**src/rtl/spi_pin_ctrl_pkg.sv**
```systemverilog
package spi_pin_ctrl_pkg;
  // register word index (byte offset / 4)
  localparam int IDX_MODE = 0;
  localparam int IDX_CTRL = 1;
  localparam int IDX_PIN  = 2;
  localparam int IDX_RX   = 3;

  // pin register field positions
  localparam int PIN_MOSI_BIT = 0;
  localparam int PIN_SCK_BIT  = 8;
  localparam int PIN_CS_BASE  = 16;
  localparam int MODE_SW_BIT  = 0;

  typedef enum logic [2:0] {
    SEL_MODE,
    SEL_CTRL,
    SEL_PIN,
    SEL_RX,
    SEL_NONE
  } reg_sel_e;
endpackage

```
**src/rtl/spi_pin_ctrl_sync.sv**
```systemverilog
module spi_pin_ctrl_sync #(
  parameter int STAGES = 2
) (
  input  logic clk,
  input  logic rst_n,
  input  logic d,
  output logic q
);
  logic [STAGES-1:0] chain;

  generate
    if (STAGES > 1) begin : g_chain
      always_ff @(posedge clk or negedge rst_n) begin
        if (!rst_n) chain <= '0;
        else        chain <= {chain[STAGES-2:0], d};
      end
    end else begin : g_single
      always_ff @(posedge clk or negedge rst_n) begin
        if (!rst_n) chain <= '0;
        else        chain <= d;
      end
    end
  endgenerate

  assign q = chain[STAGES-1];
endmodule

```
**src/rtl/spi_pin_ctrl_rxsh.sv**
```systemverilog
module spi_pin_ctrl_rxsh #(
  parameter int W = 32
) (
  input  logic         clk,
  input  logic         rst_n,
  input  logic         shift_en,
  input  logic         bit_in,
  output logic [W-1:0] q
);
  always_ff @(posedge clk or negedge rst_n) begin
    if (!rst_n)        q <= '0;
    else if (shift_en) q <= {q[W-2:0], bit_in};
  end
endmodule

```
**src/rtl/spi_pin_ctrl_pinmux.sv**
```systemverilog
module spi_pin_ctrl_pinmux #(
  parameter int NUM_CS = 3
) (
  input  logic              sw_mode,
  input  logic              sw_sck,
  input  logic              sw_mosi,
  input  logic [NUM_CS-1:0] sw_cs,
  input  logic              fe_sck,
  input  logic              fe_mosi,
  input  logic [NUM_CS-1:0] fe_cs,
  output logic              pin_sck,
  output logic              pin_mosi,
  output logic [NUM_CS-1:0] pin_cs
);
  assign pin_sck  = sw_mode ? sw_sck  : fe_sck;
  assign pin_mosi = sw_mode ? sw_mosi : fe_mosi;

  generate
    for (genvar i = 0; i < NUM_CS; i++) begin : g_cs
      assign pin_cs[i] = sw_mode ? sw_cs[i] : fe_cs[i];
    end
  endgenerate
endmodule

```
**src/rtl/spi_pin_ctrl.sv**
```systemverilog
module spi_pin_ctrl
  import spi_pin_ctrl_pkg::*;
#(
  parameter int DATA_W      = 32,
  parameter int ADDR_W      = 8,
  parameter int NUM_CS      = 3,
  parameter int SYNC_STAGES = 2
) (
  input  logic              clk,
  input  logic              rst_n,
  input  logic              req_valid,
  output logic              req_ready,
  input  logic              req_write,
  input  logic [ADDR_W-1:0] req_addr,
  input  logic [DATA_W-1:0] req_wdata,
  output logic              rsp_valid,
  input  logic              rsp_ready,
  output logic [DATA_W-1:0] rsp_data,
  input  logic              fe_sck,
  input  logic              fe_mosi,
  input  logic [NUM_CS-1:0] fe_cs,
  output logic              spi_sck,
  output logic              spi_mosi,
  output logic [NUM_CS-1:0] spi_cs,
  input  logic              spi_miso
);
  localparam int WIDX_W = ADDR_W - 2;

  logic [DATA_W-1:0] mode_q, ctrl_q, pin_q, rx_q;
  logic [DATA_W-1:0] rd_mux, rsp_data_q;
  logic              rsp_valid_q;
  logic              miso_s;
  reg_sel_e          sel;
  logic              accept, wr_acc, rd_acc, sck_rise;

  // address decode: aligned word index only
  always_comb begin
    sel = SEL_NONE;
    if (req_addr[1:0] == 2'b00) begin
      if      (req_addr[ADDR_W-1:2] == WIDX_W'(IDX_MODE)) sel = SEL_MODE;
      else if (req_addr[ADDR_W-1:2] == WIDX_W'(IDX_CTRL)) sel = SEL_CTRL;
      else if (req_addr[ADDR_W-1:2] == WIDX_W'(IDX_PIN))  sel = SEL_PIN;
      else if (req_addr[ADDR_W-1:2] == WIDX_W'(IDX_RX))   sel = SEL_RX;
    end
  end

  assign req_ready = !rsp_valid_q || rsp_ready;
  assign accept    = req_valid && req_ready;
  assign wr_acc    = accept && req_write;
  assign rd_acc    = accept && !req_write;

  // rising clock bit created by software while it owns the pins
  assign sck_rise = wr_acc && (sel == SEL_PIN) && mode_q[MODE_SW_BIT]
                    && !pin_q[PIN_SCK_BIT] && req_wdata[PIN_SCK_BIT];

  always_ff @(posedge clk or negedge rst_n) begin
    if (!rst_n) begin
      mode_q <= '0;
      ctrl_q <= '0;
      pin_q  <= '0;
    end else if (wr_acc) begin
      case (sel)
        SEL_MODE: mode_q <= req_wdata;
        SEL_CTRL: ctrl_q <= req_wdata;
        SEL_PIN:  pin_q  <= req_wdata;
        default:  ;
      endcase
    end
  end

  always_comb begin
    case (sel)
      SEL_MODE: rd_mux = mode_q;
      SEL_CTRL: rd_mux = ctrl_q;
      SEL_PIN:  rd_mux = pin_q;
      SEL_RX:   rd_mux = rx_q;
      default:  rd_mux = '0;
    endcase
  end

  always_ff @(posedge clk or negedge rst_n) begin
    if (!rst_n) begin
      rsp_valid_q <= 1'b0;
      rsp_data_q  <= '0;
    end else if (rd_acc) begin
      rsp_valid_q <= 1'b1;
      rsp_data_q  <= rd_mux;
    end else if (rsp_ready) begin
      rsp_valid_q <= 1'b0;
    end
  end

  assign rsp_valid = rsp_valid_q;
  assign rsp_data  = rsp_data_q;

  spi_pin_ctrl_sync #(.STAGES(SYNC_STAGES)) u_sync (
    .clk   (clk),
    .rst_n (rst_n),
    .d     (spi_miso),
    .q     (miso_s)
  );

  spi_pin_ctrl_rxsh #(.W(DATA_W)) u_rx (
    .clk      (clk),
    .rst_n    (rst_n),
    .shift_en (sck_rise),
    .bit_in   (miso_s),
    .q        (rx_q)
  );

  spi_pin_ctrl_pinmux #(.NUM_CS(NUM_CS)) u_mux (
    .sw_mode  (mode_q[MODE_SW_BIT]),
    .sw_sck   (pin_q[PIN_SCK_BIT]),
    .sw_mosi  (pin_q[PIN_MOSI_BIT]),
    .sw_cs    (pin_q[PIN_CS_BASE +: NUM_CS]),
    .fe_sck   (fe_sck),
    .fe_mosi  (fe_mosi),
    .fe_cs    (fe_cs),
    .pin_sck  (spi_sck),
    .pin_mosi (spi_mosi),
    .pin_cs   (spi_cs)
  );
endmodule

```
**config.mk**
```make
export PLATFORM = sky130hd
export DESIGN_NAME = spi_pin_ctrl
export DESIGN_NICKNAME = d
export VERILOG_FILES = /design/src/rtl/spi_pin_ctrl_pkg.sv /design/src/rtl/spi_pin_ctrl_sync.sv /design/src/rtl/spi_pin_ctrl_rxsh.sv /design/src/rtl/spi_pin_ctrl_pinmux.sv /design/src/rtl/spi_pin_ctrl.sv
export SDC_FILE = /design/constraint.sdc
export NUM_CORES = 1
export LEC_CHECK = 0
export ABC_AREA = 1
export BUFFER_PORTS_ARGS = -buffer_cell sky130_fd_sc_hd__buf_2
export CAP_MARGIN = 25
export CORE_ASPECT_RATIO = 1.25
export CORE_UTILIZATION = 40
export CTS_CLUSTER_SIZE = 10
export DETAILED_ROUTE_END_ITERATION = 16
export GPL_TIMING_DRIVEN = 1
export SLEW_MARGIN = 20
export SYNTH_ARGS = -nofsm -noshare
export SYNTH_HDL_FRONTEND = slang
export SYNTH_SLANG_ARGS = --single-unit
```
**constraint.sdc**
```tcl
create_clock -name clk -period 1.75 [get_ports clk]
set_clock_uncertainty 0.1 [all_clocks]
set_input_delay 0.35 -clock clk [delete_from_list [all_inputs] [get_ports clk]]
set_output_delay 0.35 -clock clk [all_outputs]
set_load 0.03 [all_outputs]
```
==> results.py <==
metrics = {
    "power_and_ir_drop": {
        "leakage_uw": 0.00511,
        "power_density_nw_per_um2": 946,
        "peakVddDrop_mv": 0.587,
    },
    "grt": {
        "grt_overflow_total": 0,
        "grt_use_total": 0.213,
        "grt_max_degree": 66,
        "antenna_found_initial": 0,
        "grt_pass1_wl_um": 32600,
        "grt_pass1_vias": 6180,
    },
    "yosys": {
        "postSynthCellCount": 880,
        "syn_nets": 931,
        "synth_seq_cells": 163,
        "synthesis.area_um2": 7490,
        "synthArstFlopShare": 1.00,
        "synth-edff-count": 0,
        "synth_top_area_frac": 0.544,
        "post-synth-top-count-cell": "nand2_1",
        "avgSynthCellArea_um2": 8.52,
        "synthDistinctLibCells": 20,
        "yosysWarnings": 0,
        "yosysTopAreaCell": "dfrtp_1",
        "netlist_top_cells_area": "dfrtp_1, nand2_1, nand3_1",
        "synth_top_flop_cell": "dfrtp_1",
        "synth_common_cells": "nand2_1, dfrtp_1, nand3_1, o21ai_1, nand4_1",
        "yosysSeqAreaShare": 0.544,
    },
    "timing": {
        "worst_hold_slack_ns": 0.0976,
        "grt_setup_unrepaired": "yes",
        "fin_crit_sh": 1.00,
        "setup_viol": 2,
        "hold_violations": 0,
        "fmax_ghz": 0.571,
        "tightest_slew_ns": 0.389,
        "slew_headroom": 0.741,
        "min_period_ns": 1.75,
        "slew_viol_final": 0,
        "fin_tns_setup_ns": -0.00281,
        "setup_ws_ns": -0.00238,
    },
    "floorplan": {
        "pin_count": 90,
        "die_w_um": 124,
        "initial_utilization": 0.411,
        "die-height_um": 155,
        "dieArea_um2": 19300,
        "coreArea_um2": 18200,
        "num_rows": 55,
    },
    "clock_network": {
        "clockBufferDepth": 2,
        "cts_tree": "yes",
        "htreeDepth": 4,
        "insertion_delay_ns": 0.43,
        "cts-root-buf": "clkbuf_16",
        "clock-sinks": 163,
        "clk_pin_slew_worst_paths_ns": 0.06,
        "numCtsBuffers": 17,
    },
    "routing": {
        "drc": 0,
        "totalWireLength_um": 19500,
        "vias": 6342,
        "drtAntennaViolNets": 0,
        "drtIter0Drc": 404,
        "viasPerCell": 5.27,
        "detail_route.wl_per_cell_um": 16.2,
        "drt-pass1-iter-count": 5,
    },
    "outcome": {
        "violations": "setup timing",
        "status": "finished with violations",
    },
    "hold_path": {
        "hp-start": "req_wdata[24]",
        "hold_depth": 3,
        "holdPathEnd": "pin_q[24]",
        "hold_path.class": "in2reg",
    },
    "critical_path": {
        "r2r-end": "u_rx.q[7]",
        "cp-end-kind": "output port",
        "path_buf_inv": 2,
        "reg2reg_slack_ns": 0.12,
        "critical_path.slowest_cell": "dfrtp_1",
        "crit_fanout": 7,
        "cp_top_family": "flip-flops",
        "path_class": "reg2out",
        "start_kind": "flop",
        "required_ns": 1.30,
        "r2r-start": "rsp_valid",
        "r2r_cells": 9,
        "max_stage_delay_ns": 0.38,
        "crit_chain": "buf_4 > nor2_1 > nor2_1 > buf_4",
        "arrival_ns": 1.30,
    },
    "cells_and_area": {
        "n_antenna_cell": 0,
        "nets": 1014,
        "drive_above_1_share": 0.193,
        "area_delta_synth_final_pct": 21.6,
    },
    "flow_run": {
        "cap_violations": 0,
    },
    "placed_design": {
        "place_congestion": 0.778,
        "port_buffers": 89,
        "dp_hpwl_um": 12600,
    },
}
-- state kept, by name, indices dropped and copies added (netlist names) --
name          count
ctrl_q           32
mode_q           32
pin_q            32
rsp_data         32
u_rx.q           32
u_sync.chain      2
rsp_valid         1
-- worst min-delay path, cell delays in order --
cell and delay (ns):
buf_2 0.07, inv_1 0.05, o21ai_1 0.12
-- layout make-up --
class                      instances  area [um2]
timing repair buffer             134        1000
multi-input combinational        608        2930
fill                            1752        9120
clock buffer                      20         447
clock inverter                    12         226
tap                              228         285
inverter                          39         146
sequential                       163        4080
-- metal layers --
layer  vias to the layer above  wire length (um)  track usage
met1                      3073              8700        0.276
met2                       148              9810        0.364
met4                         0               308       0.0717
met5                         -                 0            0
li1                       3101                 -            -
met3                        20               687       0.0340
-- where the power goes --
group | internal (uW) | switching (uW)
logic | 165 | 348
clock network | 2720 | 1530
registers | 3830 | 31.5
total | 6710 | 1910
-- worst max path at each step --
stage           startpoint    endpoint  slack, ns  cells past startpoint
2_1_floorplan    mode_q[0]     spi_sck       0.03                      5
3_3_place_gp   req_addr[7]  u_rx.q[23]       0.06                     10
3_5_place_dp   req_addr[7]   u_rx.q[1]      0.005                     10
4_1_cts          mode_q[0]     spi_sck      -0.02                      4
5_1_grt          mode_q[0]   spi_cs[0]      -0.07                      5
6_report         mode_q[0]     spi_sck     -0.002                      4
-- kinds of logic after synthesis --
family                 share of synthesized area
AO/OA/AOI/OAI                             0.0962
buffers and inverters                     0.0678
flip-flops                                 0.544
AND/OR/NAND/NOR                            0.292
-- metrics by stage --
stage / instance area, um2 / power, uW / cells / util / setup WS (ns)
2_1_floorplan: 7500 / 4160 / 880 / - / 0.0346
3_3_place_gp: 8360 / 4430 / 1168 / 0.458 / 0.0573
3_5_place_dp: 8360 / 4430 / 1168 / 0.458 / 0.00499
4_1_cts: 9090 / 8700 / 1204 / 0.499 / -0.0188
5_1_grt: 9120 / 8900 / 1204 / 0.500 / -0.0667
6_report: 9120 / 8620 / 1204 / 0.500 / -0.00238
-- timing repair --
item / 4_1_cts / 5_1_grt
endpoints found under the hold margin: 33 / 0
gates cloned: 0 / 0
resized for setup: 11 / 7
endpoints found under the setup margin: 5 / 5
setup buffers: 2 / 0
hold buffers: 2 / 0
pin swaps: 1 / 2
-- cells in the final DEF (no fill, tap or decap), drive strengths merged, types with 3 or more instances in the layout --
master	netlist	layout
nand2	303	303
dfrtp	163	163
buf	43	132
nand3	102	102
o21ai	96	96
nand4	64	64
inv	39	40
o21bai	32	32
clkbuf	27	20
nor2	10	10
bufinv	0	6
clkinv	0	3
Power figures use the tool's default switching activity.
